### src/rtl/dacseq_pkg.sv
// Shared types and helpers for the converter update sequencer.
// Assumes all timing values are positive integers in nanoseconds.
package dacseq_pkg;

    typedef enum logic [2:0] {
        ST_IDLE,
        ST_SETUP,
        ST_STROBE,
        ST_HOLD,
        ST_CLEAR
    } seq_state_t;

    typedef enum logic [1:0] {
        OP_WRITE  = 2'b00,
        OP_COMMIT = 2'b01,
        OP_CLEAR  = 2'b10,
        OP_NONE   = 2'b11
    } seq_op_t;

    // Whole clock cycles that cover a minimum time, rounded up.
    function automatic int unsigned ns_to_cyc(input int unsigned ns, input int unsigned clk_ns);
        return (ns + clk_ns - 1) / clk_ns;
    endfunction

    function automatic int unsigned max2(input int unsigned a, input int unsigned b);
        return (a > b) ? a : b;
    endfunction

endpackage

### src/rtl/dacseq_cycle_timer.sv
// Loadable down-counter that times each phase of the sequence.
// Loading N-1 on entry makes the phase last N cycles; expired is high
// in the last cycle. Assumes load values fit in CNT_W bits.
module dacseq_cycle_timer #(
    parameter int unsigned CNT_W = 5
) (
    input  logic             clk,
    input  logic             rst_n,
    input  logic             load,
    input  logic [CNT_W-1:0] load_val,
    output logic             expired
);

    logic [CNT_W-1:0] cnt_q;

    // Count down toward zero, or restart on load.
    always_ff @(posedge clk) begin
        if (!rst_n) begin
            cnt_q <= '0;
        end else if (load) begin
            cnt_q <= load_val;
        end else if (cnt_q != '0) begin
            cnt_q <= cnt_q - 1'b1;
        end
    end

    assign expired = (cnt_q == '0);

endmodule

### src/rtl/dacseq_lane_decode.sv
// Turns a channel number into active-low per-channel enables.
// At most one lane is low; channel numbers at or above NUM_CH select none.
module dacseq_lane_decode #(
    parameter int unsigned NUM_CH = 4,
    parameter int unsigned CH_W   = 2
) (
    input  logic [CH_W-1:0]   chan,
    input  logic              enable,
    output logic [NUM_CH-1:0] lane_n
);

    for (genvar i = 0; i < NUM_CH; i++) begin : g_lane
        assign lane_n[i] = !(enable && (chan == CH_W'(i)));
    end

endmodule

### src/rtl/dacseq_update_ctrl.sv
// Sequencer for a bank of double-buffered converters on one shared bus.
// Writes load one first-stage latch, a commit pulses the common second
// stage, a clear holds the clear line low for its minimum width.
// Assumes converters latch on the rising end of dac_wr_n and that
// sb_mode is changed only while req_ready is high.
module dacseq_update_ctrl
    import dacseq_pkg::*;
#(
    parameter int unsigned NUM_CH      = 4,
    parameter int unsigned DATA_W      = 16,
    parameter int unsigned CLK_NS      = 8,
    parameter int unsigned SETUP_NS    = 50,
    parameter int unsigned HOLD_NS     = 10,
    parameter int unsigned PULSE_NS    = 50,
    parameter int unsigned PULSE_SB_NS = 80,
    parameter int unsigned CLEAR_NS    = 200,
    localparam int unsigned CH_W       = (NUM_CH > 1) ? $clog2(NUM_CH) : 1
) (
    input  logic              clk,
    input  logic              rst_n,
    input  logic              sb_mode,
    input  logic              req_valid,
    output logic              req_ready,
    input  logic [1:0]        req_kind,
    input  logic [CH_W-1:0]   req_chan,
    input  logic [DATA_W-1:0] req_word,
    output logic [DATA_W-1:0] dac_data,
    output logic              dac_wr_n,
    output logic [NUM_CH-1:0] dac_in_en_n,
    output logic              dac_out_en_n,
    output logic              dac_clr_n
);

    localparam int unsigned SETUP_CYC = ns_to_cyc(SETUP_NS, CLK_NS);
    localparam int unsigned HOLD_CYC  = ns_to_cyc(HOLD_NS, CLK_NS);
    localparam int unsigned PW_CYC    = ns_to_cyc(PULSE_NS, CLK_NS);
    localparam int unsigned PW_SB_CYC = ns_to_cyc(PULSE_SB_NS, CLK_NS);
    localparam int unsigned CLR_CYC   = ns_to_cyc(CLEAR_NS, CLK_NS);
    // Lead before the strobe falls: whatever setup the pulse does not cover, at least 1.
    localparam int unsigned LEAD_DB   = (SETUP_CYC > PW_CYC) ? SETUP_CYC - PW_CYC : 1;
    localparam int unsigned LEAD_SB   = (SETUP_CYC > PW_SB_CYC) ? SETUP_CYC - PW_SB_CYC : 1;
    localparam int unsigned MAX_CYC   = max2(max2(max2(LEAD_DB, LEAD_SB), max2(PW_CYC, PW_SB_CYC)),
                                             max2(HOLD_CYC, CLR_CYC));
    localparam int unsigned CNT_W     = $clog2(MAX_CYC + 1);
    localparam logic [NUM_CH-1:0] LANES_OFF = '1;

    if (SETUP_CYC < 1 || HOLD_CYC < 1 || PW_CYC < 1 || PW_SB_CYC < 1 || CLR_CYC < 1) begin : g_bad_timing
        $error("dacseq_update_ctrl: every timing minimum must map to at least one cycle");
    end

    seq_state_t        state_q;
    seq_op_t           op;
    logic              accept;
    logic              op_sb_q;
    logic              tmr_load;
    logic [CNT_W-1:0]  tmr_val;
    logic              tmr_done;
    logic [NUM_CH-1:0] lane_sel_n;

    assign op        = seq_op_t'(req_kind);
    assign req_ready = (state_q == ST_IDLE);
    assign accept    = req_valid && req_ready;

    dacseq_lane_decode #(
        .NUM_CH (NUM_CH),
        .CH_W   (CH_W)
    ) u_lane_decode (
        .chan   (req_chan),
        .enable (op == OP_WRITE),
        .lane_n (lane_sel_n)
    );

    dacseq_cycle_timer #(
        .CNT_W (CNT_W)
    ) u_phase_timer (
        .clk      (clk),
        .rst_n    (rst_n),
        .load     (tmr_load),
        .load_val (tmr_val),
        .expired  (tmr_done)
    );

    // Choose the length of the phase that starts on this edge.
    always_comb begin
        tmr_load = 1'b0;
        tmr_val  = '0;
        unique case (state_q)
            ST_IDLE: begin
                if (accept) begin
                    tmr_load = 1'b1;
                    unique case (op)
                        OP_WRITE:  tmr_val = sb_mode ? CNT_W'(LEAD_SB - 1) : CNT_W'(LEAD_DB - 1);
                        OP_COMMIT: tmr_val = CNT_W'(LEAD_DB - 1);
                        OP_CLEAR:  tmr_val = CNT_W'(CLR_CYC - 1);
                        default:   tmr_val = '0;
                    endcase
                end
            end
            ST_SETUP: begin
                if (tmr_done) begin
                    tmr_load = 1'b1;
                    tmr_val  = op_sb_q ? CNT_W'(PW_SB_CYC - 1) : CNT_W'(PW_CYC - 1);
                end
            end
            ST_STROBE: begin
                if (tmr_done) begin
                    tmr_load = 1'b1;
                    tmr_val  = CNT_W'(HOLD_CYC - 1);
                end
            end
            default: ;
        endcase
    end

    // Step the sequence and drive the registered bus outputs.
    always_ff @(posedge clk) begin
        if (!rst_n) begin
            state_q      <= ST_IDLE;
            op_sb_q      <= 1'b0;
            dac_data     <= '0;
            dac_wr_n     <= 1'b1;
            dac_in_en_n  <= LANES_OFF;
            dac_out_en_n <= 1'b1;
            dac_clr_n    <= 1'b1;
        end else begin
            unique case (state_q)
                ST_IDLE: begin
                    if (accept) begin
                        unique case (op)
                            OP_WRITE: begin
                                state_q      <= ST_SETUP;
                                dac_data     <= req_word;
                                dac_in_en_n  <= lane_sel_n;
                                dac_out_en_n <= !sb_mode;
                                op_sb_q      <= sb_mode;
                            end
                            OP_COMMIT: begin
                                state_q      <= ST_SETUP;
                                dac_out_en_n <= 1'b0;
                                op_sb_q      <= 1'b0;
                            end
                            OP_CLEAR: begin
                                state_q   <= ST_CLEAR;
                                dac_clr_n <= 1'b0;
                            end
                            default: ;
                        endcase
                    end
                end
                ST_SETUP: begin
                    if (tmr_done) begin
                        state_q  <= ST_STROBE;
                        dac_wr_n <= 1'b0;
                    end
                end
                ST_STROBE: begin
                    if (tmr_done) begin
                        state_q  <= ST_HOLD;
                        dac_wr_n <= 1'b1;
                    end
                end
                ST_HOLD: begin
                    if (tmr_done) begin
                        state_q      <= ST_IDLE;
                        dac_in_en_n  <= LANES_OFF;
                        dac_out_en_n <= 1'b1;
                        op_sb_q      <= 1'b0;
                    end
                end
                ST_CLEAR: begin
                    if (tmr_done) begin
                        state_q   <= ST_IDLE;
                        dac_clr_n <= 1'b1;
                    end
                end
                default: state_q <= ST_IDLE;
            endcase
        end
    end

    // never more than one first-stage enable low.
    assert_lane_onehot_R2: assert property (@(posedge clk) disable iff (!rst_n)
        $onehot0(~dac_in_en_n));

    // in double-buffered loads the common output enable stays off.
    assert_no_out_during_load_R2: assert property (@(posedge clk) disable iff (!rst_n)
        ((dac_in_en_n != LANES_OFF) && !op_sb_q) |-> dac_out_en_n);

    // bus and enables frozen while the strobe is held low.
    assert_strobe_stable_R3: assert property (@(posedge clk) disable iff (!rst_n)
        (!dac_wr_n && !$past(dac_wr_n)) |->
            ($stable(dac_data) && $stable(dac_in_en_n) && $stable(dac_out_en_n)));

    // nothing moves on the strobe's rising edge.
    assert_hold_after_rise_R4: assert property (@(posedge clk) disable iff (!rst_n)
        $rose(dac_wr_n) |-> ($stable(dac_data) && $stable(dac_in_en_n) && $stable(dac_out_en_n)));

    // a commit opens no first-stage latch.
    assert_commit_only_out_R5: assert property (@(posedge clk) disable iff (!rst_n)
        (!dac_out_en_n && !op_sb_q) |-> (dac_in_en_n == LANES_OFF));

    // the bus is quiet while clear is low.
    assert_clear_quiet_R7: assert property (@(posedge clk) disable iff (!rst_n)
        !dac_clr_n |-> (dac_wr_n && dac_out_en_n && (dac_in_en_n == LANES_OFF)));

    // ready means no converter activity in flight.
    assert_ready_idle_R8: assert property (@(posedge clk) disable iff (!rst_n)
        req_ready |-> (dac_wr_n && dac_clr_n && dac_out_en_n && (dac_in_en_n == LANES_OFF)));

endmodule

### config.mk
export PLATFORM = sky130hd
export DESIGN_NAME = dacseq_update_ctrl
export DESIGN_NICKNAME = d
export VERILOG_FILES = /design/src/rtl/dacseq_pkg.sv /design/src/rtl/dacseq_cycle_timer.sv /design/src/rtl/dacseq_lane_decode.sv /design/src/rtl/dacseq_update_ctrl.sv
export SDC_FILE = /design/constraint.sdc
export NUM_CORES = 1
export LEC_CHECK = 0
export ABC_AREA = 1
export BUFFER_PORTS_ARGS = -buffer_cell sky130_fd_sc_hd__buf_4
export CORE_ASPECT_RATIO = 1.5
export CORE_MARGIN = 3
export CORE_UTILIZATION = 50
export CTS_BUF_LIST = sky130_fd_sc_hd__clkbuf_4
export CTS_CLUSTER_DIAMETER = 30
export DETAILED_ROUTE_END_ITERATION = 12
export PLACE_DENSITY = 0.79
export SLEW_MARGIN = 5
export SYNTH_ARGS = -nofsm -noshare
export SYNTH_HDL_FRONTEND = slang
export SYNTH_SLANG_ARGS = --single-unit
### constraint.sdc
create_clock -name clk -period 1.5 [get_ports clk]
set_input_delay 0.15 -clock clk [delete_from_list [all_inputs] [get_ports clk]]
set_output_delay 0.15 -clock clk [all_outputs]
set_load 0.05 [all_outputs]
==> flow_summary.yaml <==
synth:
  ys_types: 23
  synth_warnings: 0
  synth.top_cells.by_area: "dfxtp_1, nor2_1, o21ai_0"
  syn_area_um2: 1440
  yosysMostFrequentCell: "nor2_1"
  synth_area_per_cell_um2: 7.12
  synth-main-ff-cell: "dfxtp_1"
  synth-seq-cells: 32
  syn_inst: 202
  ys_seq_area_frac: 0.446
  synth-async-reset-ratio: 0
  yosys.area.top_type_share: 0.446
  synth_edf_count: 0
  synth_fp_nets: 227
  yosysTopAreaCell: "dfxtp_1"
  netlist_top_cells_count: "nor2_1, dfxtp_1, nand2_1"
grt:
  overflow: 0
  grt_pass1_vias: 1408
  grt_use_total: 0.203
  antenna_found_initial: 0
  grt_first_pass_wirelength_mm: 5.62
  grt_max_degree: 25
power_and_ir_drop:
  switching_share: 0.487
  power_density_nw_per_um2: 1900
  design_power_total_mw: 3.69
  irDropWorstVdd_mv: 1.07
  power_frac_clock: 0.126
  pwr-share-comb: 0.551
  power.leakage_nw: 0.974
  internal-power_mw: 1.89
  seqPwrFrac: 0.323
  power.switching_mw: 1.79
floorplan:
  coreArea_um2: 2710
  fp.dieH_um: 71.7
  die_area_um2: 3570
  fp.dieW_um: 49.8
  row_count: 23
  start_util: 0.531
  ios: 48
drt:
  wl_per_cell_um: 11.5
  totalWireLength_mm: 3.36
  first_iter_violations: 26
  via_per_inst: 4.93
  drc: 0
  vias: 1444
  drt_first_pass_iters: 4
  ant_nets: 0
clock_network:
  cts_hold_buf: 0
  clkSinkCount: 32
  worstSkewPairLatency_ns: 0.34
  clk_pin_slew_ns: 0.10
  numCtsBuffers: 5
  cts_tree: "yes"
  h-tree-depth: 2
  cts_buffer_depth: 2
  cts_root_buf: "clkbuf_4"
hold_path:
  hp-class: "in -> reg"
worst_setup_path:
  worst_setup_path_end_kind: "flop"
  slowest_delay_ns: 0.34
  path_cells: "inv_1 -> ha_4 -> nand3_4 -> inv_2 -> nand3_1 -> nand2_2 -> o21ai_0 -> o21ai_0 -> inv_1"
  path_max_fanout: 8
  start_kind: "flop"
  worstPathRequired_ns: 1.74
  worstSetupPathType: "reg -> reg"
  critPathArrivalTime_ns: 1.66
  slowest_stage: "dfxtp_1"
finish:
  diodes: 0
  nets: 280
  drive_above_1_share: 0.305
  fillers: 258
  design_area_um2: 1940
  postLayoutCoreUtil: 0.718
  syn2layout_area_growth_pct: 35.1
timing:
  fin_crit_sh: 0.945
  skew_ns: 0.00904
  fmax_mhz: 706
  finalCriticalPeriod_ns: 1.42
  rsz0062_at_grt: "yes"
  whs_ns: 0.0294
  fin_tns_setup_ns: 0
  hold_viol_final: 0
  setup_viol: 0
  relSlewSlack: 0.801
  slew_viol_final: 0
  worst-slew-pin-transition_ns: 0.298
placed_design:
  detailed_place_hpwl_mm: 2.46
  placed_area_um2: 1830
  routabilityCongestion: 0.885
  io_buffers: 47
run_status:
  status: "completed"
run:
  drv_cap: 0
==> registers in the layout (all words and copies together), names as in the netlist <==
signal	cells
op_sb_q	1
dac_wr_n	1
dac_clr_n	1
dac_in_en_n	4
dac_data	16
state_q	3
dac_out_en_n	1
u_phase_timer.cnt_q	5
==> layer usage <==
metal  global-route usage  part of all wire
met1                0.201              0.41
met2                0.362              0.50
met3               0.0686             0.065
met4                0.117             0.030
met5                    0                 0
==> cells in the final DEF (no fill, tap or decap), types with 2 or more instances in the layout <==
master     n
inv_1     17
nand3_2    2
a21oi_1   12
nor4_1     4
nand3_4    2
o21ai_0   25
nand4_1    2
nand2_2    4
nand2_4    2
nand2_1   24
nor3_1     3
inv_2      5
dfxtp_2    2
xor2_1     2
clkinv_2   2
buf_4     50
clkbuf_4   5
nor2_1    51
dfxtp_1   30
nand3_1    5
==> path summary, 6_finish.rpt <==
| check | start | end | slack (ns) | cells past startpoint |
|---|---|---|---|---|
| hold reg to reg | dac_in_en_n[3]$_SDFFE_PN1P_ | dac_in_en_n[3]$_SDFFE_PN1P_ | 0.48 | 2 |
| setup / recovery | u_phase_timer.cnt_q[0]$_SDFFE_PN0P_ | u_phase_timer.cnt_q[0]$_SDFFE_PN0P_ | 0.08 | 9 |
| hold / removal | req_word[5] | dac_data[5]$_SDFFE_PN0P_ | 0.03 | 3 |
| setup reg to reg | u_phase_timer.cnt_q[0]$_SDFFE_PN0P_ | u_phase_timer.cnt_q[0]$_SDFFE_PN0P_ | 0.08 | 9 |
==> timing repair <==
item | 4_1_cts | 5_1_grt
resized for setup | 2 | 13
cloned | 0 | 0
buffers inserted | 0 | 0
endpoints found under the setup margin | 2 | 10
pin swaps | 0 | 0
==> cells by family (layout without fill, tap and decap cells) <==
| group | count (synthesis) | in the layout | synth area share |
|---|---|---|---|
| xor+xnor | 2 | 2 | 0.0122 |
| buf+inv | 26 | 80 | 0.0757 |
| simple gates | 102 | 102 | 0.318 |
| fa+ha+maj | 1 | 1 | 0.00870 |
| flops | 32 | 32 | 0.446 |
| compound gates | 39 | 39 | 0.140 |
==> power groups by stage <==
| stage | sequential, mW | clock, mW | combinational, mW |
|---|---|---|---|
| 6_report | 1.19 | 0.463 | 2.03 |
| 2_1_floorplan | 1.57 | 0 | 1.04 |
| 5_1_grt | 1.22 | 0.501 | 2.25 |
| 3_5_place_dp | 1.21 | 0 | 1.88 |
| 3_3_place_gp | 1.20 | 0 | 1.86 |
| 4_1_cts | 1.19 | 0.483 | 1.93 |
==> final cells by class <==
class / count / area, um^2 / area share
multi-input combinational: 144 / 743 / 0.383
sequential: 32 / 643 / 0.331
timing repair buffer: 50 / 375 / 0.193
inverter: 22 / 82.6 / 0.0425
tap: 37 / 46.3 / 0.0238
clock buffer: 5 / 37.5 / 0.0193
clock inverter: 3 / 13.8 / 0.00709
==> critical path, delay by kind of cell, from the launching register on <==
kind	cells	cell delay, ns
fa+ha+maj	1	0.17
compound gates	2	0.15
buf+inv	3	0.27
simple gates	3	0.38
flops	1	0.34
==> stage by stage <==
step                setup slack (ns)  instances
finish                        0.0828        293
global route                 -0.0346        293
CTS                           0.0209        293
detailed placement           -0.0152        285
global placement              0.0307        285
floorplan                    0.00265        202
No activity file was read; power rests on OpenSTA's default activity.
